**src/rtl/muldiv_pkg.sv**
```systemverilog
package muldiv_pkg;
  typedef enum logic [2:0] {
    OP_MUL      = 3'd0,
    OP_IMUL     = 3'd1,
    OP_DIV      = 3'd2,
    OP_IDIV     = 3'd3,
    OP_SXB      = 3'd4,
    OP_SXW      = 3'd5,
    OP_SXB_ALT  = 3'd6,
    OP_SXW_ALT  = 3'd7
  } muldiv_op_e;
endpackage

```
**src/rtl/muldiv_mul_core.sv**
```systemverilog
module muldiv_mul_core #(
  parameter int DW = 16
) (
  input  logic            clk_i,
  input  logic            rst_ni,
  input  logic            load_i,
  input  logic            step_i,
  input  logic [DW-1:0]   mplier_i,
  input  logic [DW-1:0]   mcand_i,
  output logic [2*DW-1:0] prod_o
);
  logic [2*DW-1:0] acc_q;
  logic [DW-1:0]   mq_q, mc_q;

  always_ff @(posedge clk_i or negedge rst_ni) begin
    if (!rst_ni) begin
      acc_q <= '0;
      mq_q  <= '0;
      mc_q  <= '0;
    end else if (load_i) begin
      acc_q <= '0;
      mq_q  <= mplier_i;
      mc_q  <= mcand_i;
    end else if (step_i) begin
      // msb-first: shift accumulated sum, add multiplicand on a set bit
      acc_q <= {acc_q[2*DW-2:0], 1'b0} + (mq_q[DW-1] ? {{DW{1'b0}}, mc_q} : '0);
      mq_q  <= {mq_q[DW-2:0], 1'b0};
    end
  end

  assign prod_o = acc_q;
endmodule

```
**src/rtl/muldiv_div_core.sv**
```systemverilog
module muldiv_div_core #(
  parameter int DW = 16
) (
  input  logic          clk_i,
  input  logic          rst_ni,
  input  logic          load_i,
  input  logic          step_i,
  input  logic [DW-1:0] hi_i,
  input  logic [DW-1:0] lo_i,
  input  logic [DW-1:0] dvs_i,
  output logic [DW-1:0] quo_o,
  output logic [DW-1:0] rem_o
);
  logic [DW-1:0] r_q, q_q, d_q;
  logic [DW:0]   trial, diff;
  logic          fits;

  always_comb begin
    trial = {r_q, q_q[DW-1]};
    diff  = trial - {1'b0, d_q};
    fits  = trial >= {1'b0, d_q};
  end

  always_ff @(posedge clk_i or negedge rst_ni) begin
    if (!rst_ni) begin
      r_q <= '0;
      q_q <= '0;
      d_q <= '0;
    end else if (load_i) begin
      r_q <= hi_i;
      q_q <= lo_i;
      d_q <= dvs_i;
    end else if (step_i) begin
      r_q <= fits ? diff[DW-1:0] : trial[DW-1:0];
      q_q <= {q_q[DW-2:0], fits};
    end
  end

  assign quo_o = q_q;
  assign rem_o = r_q;
endmodule

```
**src/rtl/muldiv_unit.sv**
```systemverilog
module muldiv_unit
  import muldiv_pkg::*;
#(
  parameter int DW = 16
) (
  input  logic          clk_i,
  input  logic          rst_ni,
  input  logic          start_i,
  input  logic [2:0]    op_i,
  input  logic          wide_i,
  input  logic [DW-1:0] ax_i,
  input  logic [DW-1:0] dx_i,
  input  logic [DW-1:0] src_i,
  output logic [DW-1:0] ax_o,
  output logic [DW-1:0] dx_o,
  output logic          cf_o,
  output logic          of_o,
  output logic          div_err_o,
  output logic          done_o
);
  localparam int HW = DW / 2;
  localparam int CW = $clog2(DW + 1);

  logic          busy_q, wide_q, neg_a_q, neg_b_q, err_q;
  logic [CW-1:0] cnt_q, lim_q;
  logic [2:0]    op_q;
  logic [DW-1:0] ax_q, dx_q;

  logic accept, is_ext, is_sgn, is_div, last_it;
  assign accept  = start_i & ~busy_q;
  assign is_ext  = op_i[2];
  assign is_sgn  = op_i[0];
  assign is_div  = op_i[1];
  assign last_it = busy_q & (cnt_q == lim_q);

  // operand preparation: magnitudes and signs
  logic [DW-1:0]   a_val, a_mag, s_val, s_mag, mq_ld, dv_hi, dv_lo;
  logic [2*DW-1:0] dvd_val, dvd_mag;
  logic            a_neg, s_neg, dvd_neg, pre_err;

  always_comb begin
    a_val   = wide_i ? ax_i : {{HW{is_sgn & ax_i[HW-1]}}, ax_i[HW-1:0]};
    a_neg   = is_sgn & a_val[DW-1];
    a_mag   = a_neg ? -a_val : a_val;
    s_val   = wide_i ? src_i : {{HW{is_sgn & src_i[HW-1]}}, src_i[HW-1:0]};
    s_neg   = is_sgn & s_val[DW-1];
    s_mag   = s_neg ? -s_val : s_val;
    mq_ld   = wide_i ? a_mag : {a_mag[HW-1:0], {HW{1'b0}}};
    dvd_val = wide_i ? {dx_i, ax_i} : {{DW{is_sgn & ax_i[DW-1]}}, ax_i};
    dvd_neg = is_sgn & dvd_val[2*DW-1];
    dvd_mag = dvd_neg ? -dvd_val : dvd_val;
    dv_hi   = wide_i ? dvd_mag[2*DW-1:DW] : {{HW{1'b0}}, dvd_mag[DW-1:HW]};
    dv_lo   = wide_i ? dvd_mag[DW-1:0] : {dvd_mag[HW-1:0], {HW{1'b0}}};
    // quotient magnitude >= 2^W, also catches a zero divisor
    pre_err = dv_hi >= s_mag;
  end

  logic core_ld, core_step;
  assign core_ld   = accept & ~is_ext;
  assign core_step = busy_q & ~last_it;

  logic [2*DW-1:0] prod;
  logic [DW-1:0]   quo, rem;

  muldiv_mul_core #(.DW(DW)) u_mul (
    .clk_i   (clk_i),
    .rst_ni  (rst_ni),
    .load_i  (core_ld),
    .step_i  (core_step),
    .mplier_i(mq_ld),
    .mcand_i (s_mag),
    .prod_o  (prod)
  );

  muldiv_div_core #(.DW(DW)) u_div (
    .clk_i (clk_i),
    .rst_ni(rst_ni),
    .load_i(core_ld),
    .step_i(core_step),
    .hi_i  (dv_hi),
    .lo_i  (dv_lo),
    .dvs_i (s_mag),
    .quo_o (quo),
    .rem_o (rem)
  );

  // final cycle: sign application and range checks
  logic [2*DW-1:0] prod_s;
  logic [DW-1:0]   quo_s, rem_s, q_lim;
  logic            neg_res, mul_ovf, sgn_ovf, fin_err;

  always_comb begin
    neg_res = neg_a_q ^ neg_b_q;
    prod_s  = neg_res ? -prod : prod;
    quo_s   = neg_res ? -quo : quo;
    rem_s   = neg_a_q ? -rem : rem;
    if (op_q[0])
      mul_ovf = wide_q ? (prod_s[2*DW-1:DW] != {DW{prod_s[DW-1]}})
                       : (prod_s[DW-1:HW] != {HW{prod_s[HW-1]}});
    else
      mul_ovf = wide_q ? (|prod_s[2*DW-1:DW]) : (|prod_s[DW-1:HW]);
    q_lim   = wide_q ? (DW'(1) << (DW - 1)) : (DW'(1) << (HW - 1));
    sgn_ovf = op_q[0] & (neg_res ? (quo > q_lim) : (quo >= q_lim));
    fin_err = err_q | sgn_ovf;
  end

  always_ff @(posedge clk_i or negedge rst_ni) begin
    if (!rst_ni) begin
      busy_q    <= 1'b0;
      cnt_q     <= '0;
      lim_q     <= '0;
      op_q      <= 3'd0;
      wide_q    <= 1'b0;
      ax_q      <= '0;
      dx_q      <= '0;
      neg_a_q   <= 1'b0;
      neg_b_q   <= 1'b0;
      err_q     <= 1'b0;
      ax_o      <= '0;
      dx_o      <= '0;
      cf_o      <= 1'b0;
      of_o      <= 1'b0;
      div_err_o <= 1'b0;
      done_o    <= 1'b0;
    end else begin
      done_o    <= 1'b0;
      div_err_o <= 1'b0;
      if (accept) begin
        op_q   <= op_i;
        wide_q <= wide_i;
        ax_q   <= ax_i;
        dx_q   <= dx_i;
        if (is_ext) begin
          done_o <= 1'b1;
          if (op_i[0]) begin
            ax_o <= ax_i;
            dx_o <= {DW{ax_i[DW-1]}};
          end else begin
            ax_o <= {{HW{ax_i[HW-1]}}, ax_i[HW-1:0]};
            dx_o <= dx_i;
          end
        end else begin
          busy_q  <= 1'b1;
          cnt_q   <= '0;
          lim_q   <= wide_i ? CW'(DW) : CW'(HW);
          neg_a_q <= is_div ? dvd_neg : a_neg;
          neg_b_q <= s_neg;
          err_q   <= is_div & pre_err;
        end
      end else if (busy_q) begin
        if (last_it) begin
          busy_q <= 1'b0;
          done_o <= 1'b1;
          if (op_q[1]) begin
            div_err_o <= fin_err;
            if (fin_err) begin
              ax_o <= ax_q;
              dx_o <= dx_q;
            end else if (wide_q) begin
              ax_o <= quo_s;
              dx_o <= rem_s;
            end else begin
              ax_o <= {rem_s[HW-1:0], quo_s[HW-1:0]};
              dx_o <= dx_q;
            end
          end else begin
            cf_o <= mul_ovf;
            of_o <= mul_ovf;
            ax_o <= prod_s[DW-1:0];
            dx_o <= wide_q ? prod_s[2*DW-1:DW] : dx_q;
          end
        end else begin
          cnt_q <= cnt_q + CW'(1);
        end
      end
    end
  end
endmodule


```
**config.mk**
```make
export PLATFORM = sky130hd
export DESIGN_NAME = muldiv_unit
export DESIGN_NICKNAME = d
export VERILOG_FILES = /design/src/rtl/muldiv_pkg.sv /design/src/rtl/muldiv_mul_core.sv /design/src/rtl/muldiv_div_core.sv /design/src/rtl/muldiv_unit.sv
export SDC_FILE = /design/constraint.sdc
export NUM_CORES = 1
export LEC_CHECK = 0
export ABC_AREA = 1
export ABC_CLOCK_PERIOD_IN_PS = 2550
export BUFFER_PORTS_ARGS = -buffer_cell sky130_fd_sc_hd__buf_2
export CORE_AREA = 3 3 172 300
export CTS_CLUSTER_DIAMETER = 60
export DETAILED_ROUTE_END_ITERATION = 7
export DIE_AREA = 0 0 175 303
export PLACE_DENSITY = 0.5
export SLEW_MARGIN = 40
export SYNTH_ARGS = -nofsm -noshare
export SYNTH_HDL_FRONTEND = slang
export SYNTH_SLANG_ARGS = --single-unit
```
**constraint.sdc**
```tcl
create_clock -name clk_i -period 2.55 [get_ports clk_i]
set_clock_uncertainty 0.2 [all_clocks]
set_input_delay 0.765 -clock clk_i [delete_from_list [all_inputs] [get_ports clk_i]]
set_output_delay 0.765 -clock clk_i [all_outputs]
set_load 0.05 [all_outputs]
```
# [Yosys cells after proc, flatten, opt, wreduce, memory -nomap -nowiden]
# Cells that the tools add are included.
# Widths: inputs -> output; s select.
[word_totals] register_bits=180 inputBits=55 output_inout_bits=36
[op_classes] addsub=9 magnitude_cmp=4 n_eq_ne=6 muxes=62 n_bitwise=19 reduce_logical=9
[ops] op="$mux 16" n=35
[ops] op="$mux 32" n=5
[ops] op="$neg 16->16" n=4
[ops] op="$neg 32->32" n=2
[ops] op="$add 32x32->32" n=1
[ops] op="$ge 16x16->1" n=2
[ops] op="$mux 5" n=5
[ops] op="$ge 17x16->1" n=1
[ops] op="$mux 1" n=17
[ops] op="$gt 16x16->1" n=1
[ops] op="$ne 16x16->1" n=1
[ops] op="$reduce_or 16->1" n=1
[ops] op="$sub 16x16->16" n=1
[ops] op="$and 1x1->1" n=12
[ops] op="$ne 8x8->1" n=1
[ops] op="$reduce_or 8->1" n=1
[ops] op="$ne 2x2->1 const B" n=3
[ops] op="$reduce_and 3->1" n=2
[ops] op="$reduce_bool 2->1" n=3
[ops] op="$add 5x1->5 const B" n=1
[ops] op="$eq 5x5->1" n=1
[ops] op="$not 1->1" n=5
[ops] op="$reduce_and 4->1" n=1
[ops] op="$reduce_and 2->1" n=1
[ops] op="other kinds (2)" n=2

# [Logic depth before layout (Yosys ltp)]
# Gate-level depths: netlist (run 1).
[logic_depth] word_depth=10 ltp_mapped=23

# [Modules after synthesis]
# From an unflattened synthesis (run 1), not the netlist that was laid out.
[unflattened] cells_unflattened=2539 hier_area_um2=16457.0
[modules_own_cells] module="muldiv_unit" n_inst=1 cells_per_inst=1468 area_per_inst_um2=9001.1
[modules_own_cells] module="muldiv_mul_core" n_inst=1 cells_per_inst=608 area_per_inst_um2=4157.7
[modules_own_cells] module="muldiv_div_core" n_inst=1 cells_per_inst=463 area_per_inst_um2=3298.2

# [Worst setup path before layout (run 1)]
# No wires, ideal clock.
[synth_timing] path_kind="input -> register" from="input ax_i[1]" to="register err_q" setup_ps=83 t_arrival_ps=3012 required_ps=2267 slack_ps=-744 cell_stages=23 path_buffers=0 path_cell_list="inv_1 ha_1 nand3_4 nor2_4 nand2_2 nor2_4 nand2_4 nor2_4 nand3_2 nor2_2 nand2_1 nand2_1 nand2_1 or2_0 nand2_1 inv_2 ha_1 nand4_1 o221ai_1 nand2_1 nand3_1 nand3_1 o21ai_0"
[synth_between] elab_chain_len=6
[synth_rtl] item="start: declaration" line="muldiv_unit.sv:11" rtl="input logic [DW-1:0] ax_i,"
[synth_rtl] item="$mux 32" line="muldiv_unit.sv:49" rtl="dvd_val = wide_i ? {dx_i, ax_i} : {{DW{is_sgn & ax_i[DW-1]}}, ax_i};"
[synth_rtl] item="$neg 32->32" line="muldiv_unit.sv:51" rtl="dvd_mag = dvd_neg ? -dvd_val : dvd_val;"
[synth_rtl] item="$mux 32" line="muldiv_unit.sv:51"
[synth_rtl] item="$mux 16" line="muldiv_unit.sv:52" rtl="dv_hi = wide_i ? dvd_mag[2*DW-1:DW] : {{HW{1'b0}}, dvd_mag[DW-1:HW]};"
[synth_rtl] item="$ge 16x16->1" line="muldiv_unit.sv:55" rtl="pre_err = dv_hi >= s_mag;"
[synth_rtl] item="$and 1x1->1" line="muldiv_unit.sv:148" rtl="err_q <= is_div & pre_err;"
[synth_rtl] item="end signal: assignment" line="muldiv_unit.sv:148"
[synth_rtl] item="end: declaration" line="muldiv_unit.sv:24" rtl="logic busy_q, wide_q, neg_a_q, neg_b_q, err_q;"
# No other way between the ends.
# A chain may end at the register's enable or synchronous reset.

# [Worst setup path in the final report (run 1)]
[layout_timing] from="input ax_i[0]" to="register err_q"
# The elaborated chain is that of the path after synthesis.

==> results of run 1 <==
critical path: cells and delay by family:
family / cells / cell delay, ps
buffers and inverters: 3 / 230
AOI/OAI and AO/OA: 2 / 300
and+or+nand+nor: 17 / 1580
adders and majority gates: 2 / 390
metrics by stage:
stage	hold slack, ps	setup TNS, ps	instances
after floorplan	242.4	-660.5	2210
after global placement	256.9	-22640	3322
after detailed placement	268.9	-25010	3322
after CTS	61.99	-2356	3381
after global routing	71.37	-7246	3403
final	54.35	-2914	3403
area by class of cell:
class / instances / area share
Timing Repair Buffer: 588 / 0.2138
Antenna cell: 1 / 0.0001156
Multi-Input combinational cell: 1672 / 0.4651
Clock buffer: 18 / 0.02029
Inverter: 273 / 0.04931
Sequential cell: 177 / 0.2055
Tap cell: 660 / 0.03815
Clock inverter: 14 / 0.007688
metal layers:
layer  global-route usage  share of wire  vias to the layer above  routed length, um
met4               0.1405          0.067                        0               4627
met3              0.02755          0.032                      185               2242
met5                    0              0                        -                  0
li1                     -              -                     8361                  -
met2               0.5013           0.54                      485              37660
met1               0.2641           0.36                     8364              24990
worst paths after layout:
kind | depth (start not counted) | slack [ps] | end
worst max-delay path | 24 | -540 | err_q$_DFFE_PN0P_
worst min-delay path | 1 | 50 | u_mul.prod_o[29]$_DFFE_PN0P_
worst max register to register | 17 | -180 | u_mul.prod_o[29]$_DFFE_PN0P_
worst min register to register | 2 | 290 | u_mul.mq_q[2]$_DFFE_PN0P_
max in group asynchronous | 2 | 1460 | u_mul.mq_q[15]$_DFFE_PN0P_
min in group clk_i | 2 | 290 | u_mul.mq_q[2]$_DFFE_PN0P_
cell usage in the layout, fill, tap and decap left out, types with 37 or more instances in the layout:
master    synthesis  final
a21oi_1         166    148
buf_2            22     87
buf_4             5    454
dfrtp_1         177    162
inv_1           253    224
inv_2            16     37
nand2_1         550    487
nand2_2          10     61
nand3_1         121     99
nor2_1          203    166
o211ai_1         37     37
o21ai_0         215    173
o21ai_1          16     42
xor2_1           54     47
what timing repair did:
item,in CTS,in global routing
hold endpoints to repair,0,0
pin swaps,48,115
buffers inserted,27,20
endpoints found under the setup margin,53,79
resized for setup,141,231
gates cloned,0,1
where the power goes:
part,internal (mW),switching (mW)
clock,1.43,1.41
combinational,9.37,13.6
sequential,4.22,1.37
kinds of logic after synthesis:
kind of cell | count (synthesis) | synth area share
mux | 2 | 0.001358
simple gates | 999 | 0.2930
compound gates | 534 | 0.2069
buf+inv | 361 | 0.09983
flops | 177 | 0.3005
xor+xnor | 79 | 0.04822
fa+ha+maj | 58 | 0.05025
==> results.toml, run 1 <==
[final_layout]
ff_latch_area_mm2 = 0.004448
drive_gt1_frac = 0.3476
fin_util = 0.4376
largest_reg_flops = 32
multi_input_area_mm2 = 0.01007
fin_area_mm2 = 0.02164
final_nets = 2842
fillers = 5213
area_growth_syn_to_layout_pct = 46.85

[synth]
syn_area_per_cell_um2 = 6.669
ys_types = 66
synth-edff-count = 0
syn-num-nets = 2323
ys_warn_count = 0
synth-seq-area-share = 0.3005
yosysTopAreaCell = "dfrtp_1"
yosys-top-cells-area = "dfrtp_1, nand2_1, o21ai_0"
synthFlopType = "dfrtp_1"
yosys.area.top_type_share = 0.3005
synth.most_common_cell = "nand2_1"
netlist_area_mm2 = 0.01474
async_reset_ff_frac = 1.000
synth_commonest_cells = "nand2_1, inv_1, o21ai_0, nor2_1, dfrtp_1"
ys_ff_latch = 177
postSynthCellCount = 2210

[routing]
finalWirelength_mm = 69.52
vias_per_cell = 5.112
drc = 0
first_iter_violations = 1238
dr_total_vias = 17400
first_pass_iters = 5
wire_per_inst_um = 20.43
ant_nets = 0

[power]
pwr_density_cell_mw_per_mm2 = 1451
p_leak_nw = 10.31
p_total_mw = 31.41
ir_drop_mv = 0.6197

[floorplan]
num_io_pins = 91
rows = 108
die-area_mm2 = 0.05303
start_util = 0.2980
core_area_mm2 = 0.04946
die_h_um = 303
die_x_um = 175

[clocking]
cts_tree = "yes"
numCtsBuffers = 17
clkLatencyLatePin_ps = 470
ctsLongestPathBuffers = 2
cts_sinks = 177
holdBufCountCts = 0
path_clk_slew_ps = 80
cts_root_buffer = "clkbuf_16"
htree_levels = 4

[worst_setup_path]
cp.required_ps = 2740
path_max_fanout = 4
arrival_ps = 3280
path_class = "in2reg"
cp-start-kind = "input pin"
critPathMaxStageDelay_ps = 250
r2r_start = "u_mul.mq_q[15]$_DFFE_PN0P_"
crit_path_end_kind = "flop"
crit_chain = "buf_8, clkinvlp_4, ha_4, nand3_4, nor2_4, nand2_4, nor2_4, nand2_4, nor2_4, nand3_2, nor2_4, nand2_1, nand2_1, nand2_1, or2_0, nand2_1, inv_2, ha_4, nand4_1, o221ai_2, nand2_1, nand3_1, nand3_1, o21ai_1"
crit_start = "ax_i[0]"
crit_top_cell = "nand2_1"
crit_slowest_cell = "ha_4"

[sta]
max_slew.worst_pin.slew_ps = 634.5
setup_ws_ps = -538.7
fmax_mhz = 323.8
relSlewSlack = 0.5742
slew_viol_final = 0
rsz0062_at_grt = "yes"
period_share = 1.211
fin_crit_ps = 3089
timing.final.hold_violations = 0
setup_viol = 26

[hold_path]
hp-class = "in2async"

[grt]
grt_max_degree = 46
grt_pass1_wl_mm = 103.6
antenna_found_initial = 1
overflow = 0
grt_usage = 0.2568
first_global_vias = 17610

[run]
maxCapViolCount = 0

[place]
gp_congestion = 0.9662
port_buffers = 90
dpl_cell_area_mm2 = 0.01931
dp_hpwl_mm = 56.71
pre_cts_ws_ps = -1302

[run_status]
status = "finished, violations left"
violations = "setup timing"
Power figures use the tool's default switching activity.
==> run 2, diff against run 1 <==
--- a/config.mk
+++ b/config.mk
@@ -6,13 +6,14 @@
 export NUM_CORES = 1
 export LEC_CHECK = 0
 export ABC_AREA = 1
-export ABC_CLOCK_PERIOD_IN_PS = 2550
+export ABC_CLOCK_PERIOD_IN_PS = 3400
 export BUFFER_PORTS_ARGS = -buffer_cell sky130_fd_sc_hd__buf_2
 export CORE_AREA = 3 3 172 300
+export CTS_BUF_LIST = sky130_fd_sc_hd__clkbuf_4
 export CTS_CLUSTER_DIAMETER = 60
 export DETAILED_ROUTE_END_ITERATION = 7
 export DIE_AREA = 0 0 175 303
-export PLACE_DENSITY = 0.5
+export PLACE_DENSITY = 0.49
 export SLEW_MARGIN = 40
 export SYNTH_ARGS = -nofsm -noshare
 export SYNTH_HDL_FRONTEND = slang
==> constraint.sdc (replaced) <==
create_clock -name clk_i -period 3.4 [get_ports clk_i]
set_clock_uncertainty 0.2 [all_clocks]
set_input_delay 1.02 -clock clk_i [delete_from_list [all_inputs] [get_ports clk_i]]
set_output_delay 1.02 -clock clk_i [all_outputs]
set_load 0.05 [all_outputs]
==> run 2 against run 1 <==
Against the previous run:
- the run now ends clean
- utilization is 7.8 points lower
- total power shrank 41%
- sequential share of layout area up 4.4 points
- worst hold slack gained 66 ps
- final area is 18% lower
- clock power decreased by 51%
- non-clock buffer count shrank 271
- largest cell class unchanged
==> results.toml, run 2 (same netlist as run 1, synthesis figures left out) <==
[clocking]
holdBufCountCts = 0
ctsLongestPathBuffers = 2
cts_root_buffer = "clkbuf_4"
numCtsBuffers = 17
htree_levels = 4
path_clk_slew_ps = 160
cts_tree = "yes"
clkLatencyLatePin_ps = 670
cts_sinks = 177

[floorplan]
rows = 108
start_util = 0.2980
num_io_pins = 91
core_area_mm2 = 0.04946
die_x_um = 175
die_h_um = 303
die-area_mm2 = 0.05303

[sta]
max_slew.worst_pin.slew_ps = 705.1
relSlewSlack = 0.5256
fmax_mhz = 309.4
timing.final.hold_violations = 0
period_share = 0.9505
fin_crit_ps = 3232
slew_viol_final = 0
tns_ps = 0
setup_viol = 0

[grt]
first_global_vias = 16590
grt_max_degree = 70
overflow = 0
grt_usage = 0.2512
grt_pass1_wl_mm = 100.0
antenna_found_initial = 2

[worst_setup_path]
path_class = "in2reg"
crit_chain = "buf_4, clkinvlp_4, ha_4, nand3_4, nor2_4, nand2_4, nor2_4, nand2_4, nor2_4, nand3_2, nor2_2, nand2_1, nand2_1, nand2_2, or2_0, nand2_1, inv_2, ha_4, nand4_1, o221ai_2, nand2_1, nand3_1, nand3_1, o21ai_1"
cp.required_ps = 3810
regToRegSetupSlack_ps = 320
crit_slowest_cell = "ha_4"
cp-start-kind = "input pin"
arrival_ps = 3640
crit_path_end_kind = "flop"
crit_top_cell = "nand2_1"
rr_worst_depth = 14
r2r_start = "u_mul.mq_q[15]$_DFFE_PN0P_"
worst_r2r_endpoint = "u_mul.prod_o[28]$_DFFE_PN0P_"
path_max_fanout = 5
critPathMaxStageDelay_ps = 260

[run]
maxCapViolCount = 0

[routing]
finalWirelength_mm = 67.18
dr_total_vias = 16250
wire_per_inst_um = 21.44
drc = 0
first_iter_violations = 1091
first_pass_iters = 7
vias_per_cell = 5.187
ant_nets = 0

[place]
dp_hpwl_mm = 54.94
placed_cells = 3093
gp_congestion = 0.9584
port_buffers = 90

[final_layout]
area_growth_syn_to_layout_pct = 20.65
fillers = 5529
layout_common_cells = "nand2_1, inv_1, buf_4"
layout_commonest_cell = "nand2_1"
final_nets = 2571
fin_util = 0.3595
largest_reg_flops = 32
fin_cells = 3133
drive_gt1_frac = 0.1825

[run_status]
status = "finished clean"

[hold_path]
hp-class = "in2async"

[power]
p_leak_nw = 8.629
pwr_density_cell_mw_per_mm2 = 1041
ir_drop_mv = 0.4684
-- run 2: changes by cell type in the layout (fill, tap and decap cells not counted), moves of 23 or more --
cell	previous run	this run
nand2_1	487	547
inv_1	224	251
buf_4	454	223
o21ai_0	173	212
o21ai_1	42	19
nor2_1	166	199
nand2_2	61	12
buf_12	28	5
-- run 2: cell type report --
class,instances,area (um^2),share of cell area
multi-input cells,1672,8955,0.5036
flip-flops and latches,177,4429,0.2491
repair buffers,317,2228,0.1253
inverters,273,1041,0.05854
well taps,660,825.8,0.04644
clock inverters,14,162.7,0.009147
clock buffers,18,135.1,0.007599
diodes,2,5.005,0.0002815
-- run 2: worst max-delay path by stage --
stage	start	endpoint	slack [ps]	depth (start not counted)
2_1_floorplan	op_i[0]	err_q$_DFFE_PN0P_	-50	19
3_3_place_gp	ax_i[0]	err_q$_DFFE_PN0P_	-490	24
3_5_place_dp	ax_i[1]	err_q$_DFFE_PN0P_	-520	20
4_1_cts	ax_i[0]	err_q$_DFFE_PN0P_	230	24
5_1_grt	ax_i[0]	err_q$_DFFE_PN0P_	-20	24
6_report	ax_i[0]	err_q$_DFFE_PN0P_	170	24
-- run 2: metal layers --
layer / wire, um / track usage
met5: 0 / 0
met4: 5634 / 0.1780
met3: 2032 / 0.02367
met2: 35490 / 0.4760
met1: 24030 / 0.2559
-- run 2: report_power, final --
group | internal [mW] | switching [mW] | total (mW) | leakage, nW
clock | 0.517 | 0.868 | 1.38 | 0.156
sequential | 3.13 | 1.14 | 4.27 | 2.16
combinational | 4.06 | 8.79 | 12.8 | 6.31
-- run 2: through the flow --
step	setup slack [ps]	cell area, um^2	hold WS (ps)	total power [mW]
2_1_floorplan	-54.23	14760	242.4	12.60
3_3_place_gp	-491.1	17350	256.3	16.89
3_5_place_dp	-516.5	17350	262.8	17.02
4_1_cts	231.3	17650	122.4	18.46
5_1_grt	-17.18	17780	135.4	20.03
6_report	168.4	17780	119.9	18.50
-- run 2: worst max-delay path: cells and delay by family --
kind,cells,cell delay [ps]
and+or+nand+nor,17,1670
adders and majority gates,2,400
buffers and inverters,3,280
AOI/OAI and AO/OA,2,250
-- run 2: repair_timing --
| item | CTS | global route |
|---|---|---|
| setup buffers | 0 | 6 |
| endpoints found under the setup margin | 0 | 1 |
| gates resized for setup | 0 | 22 |
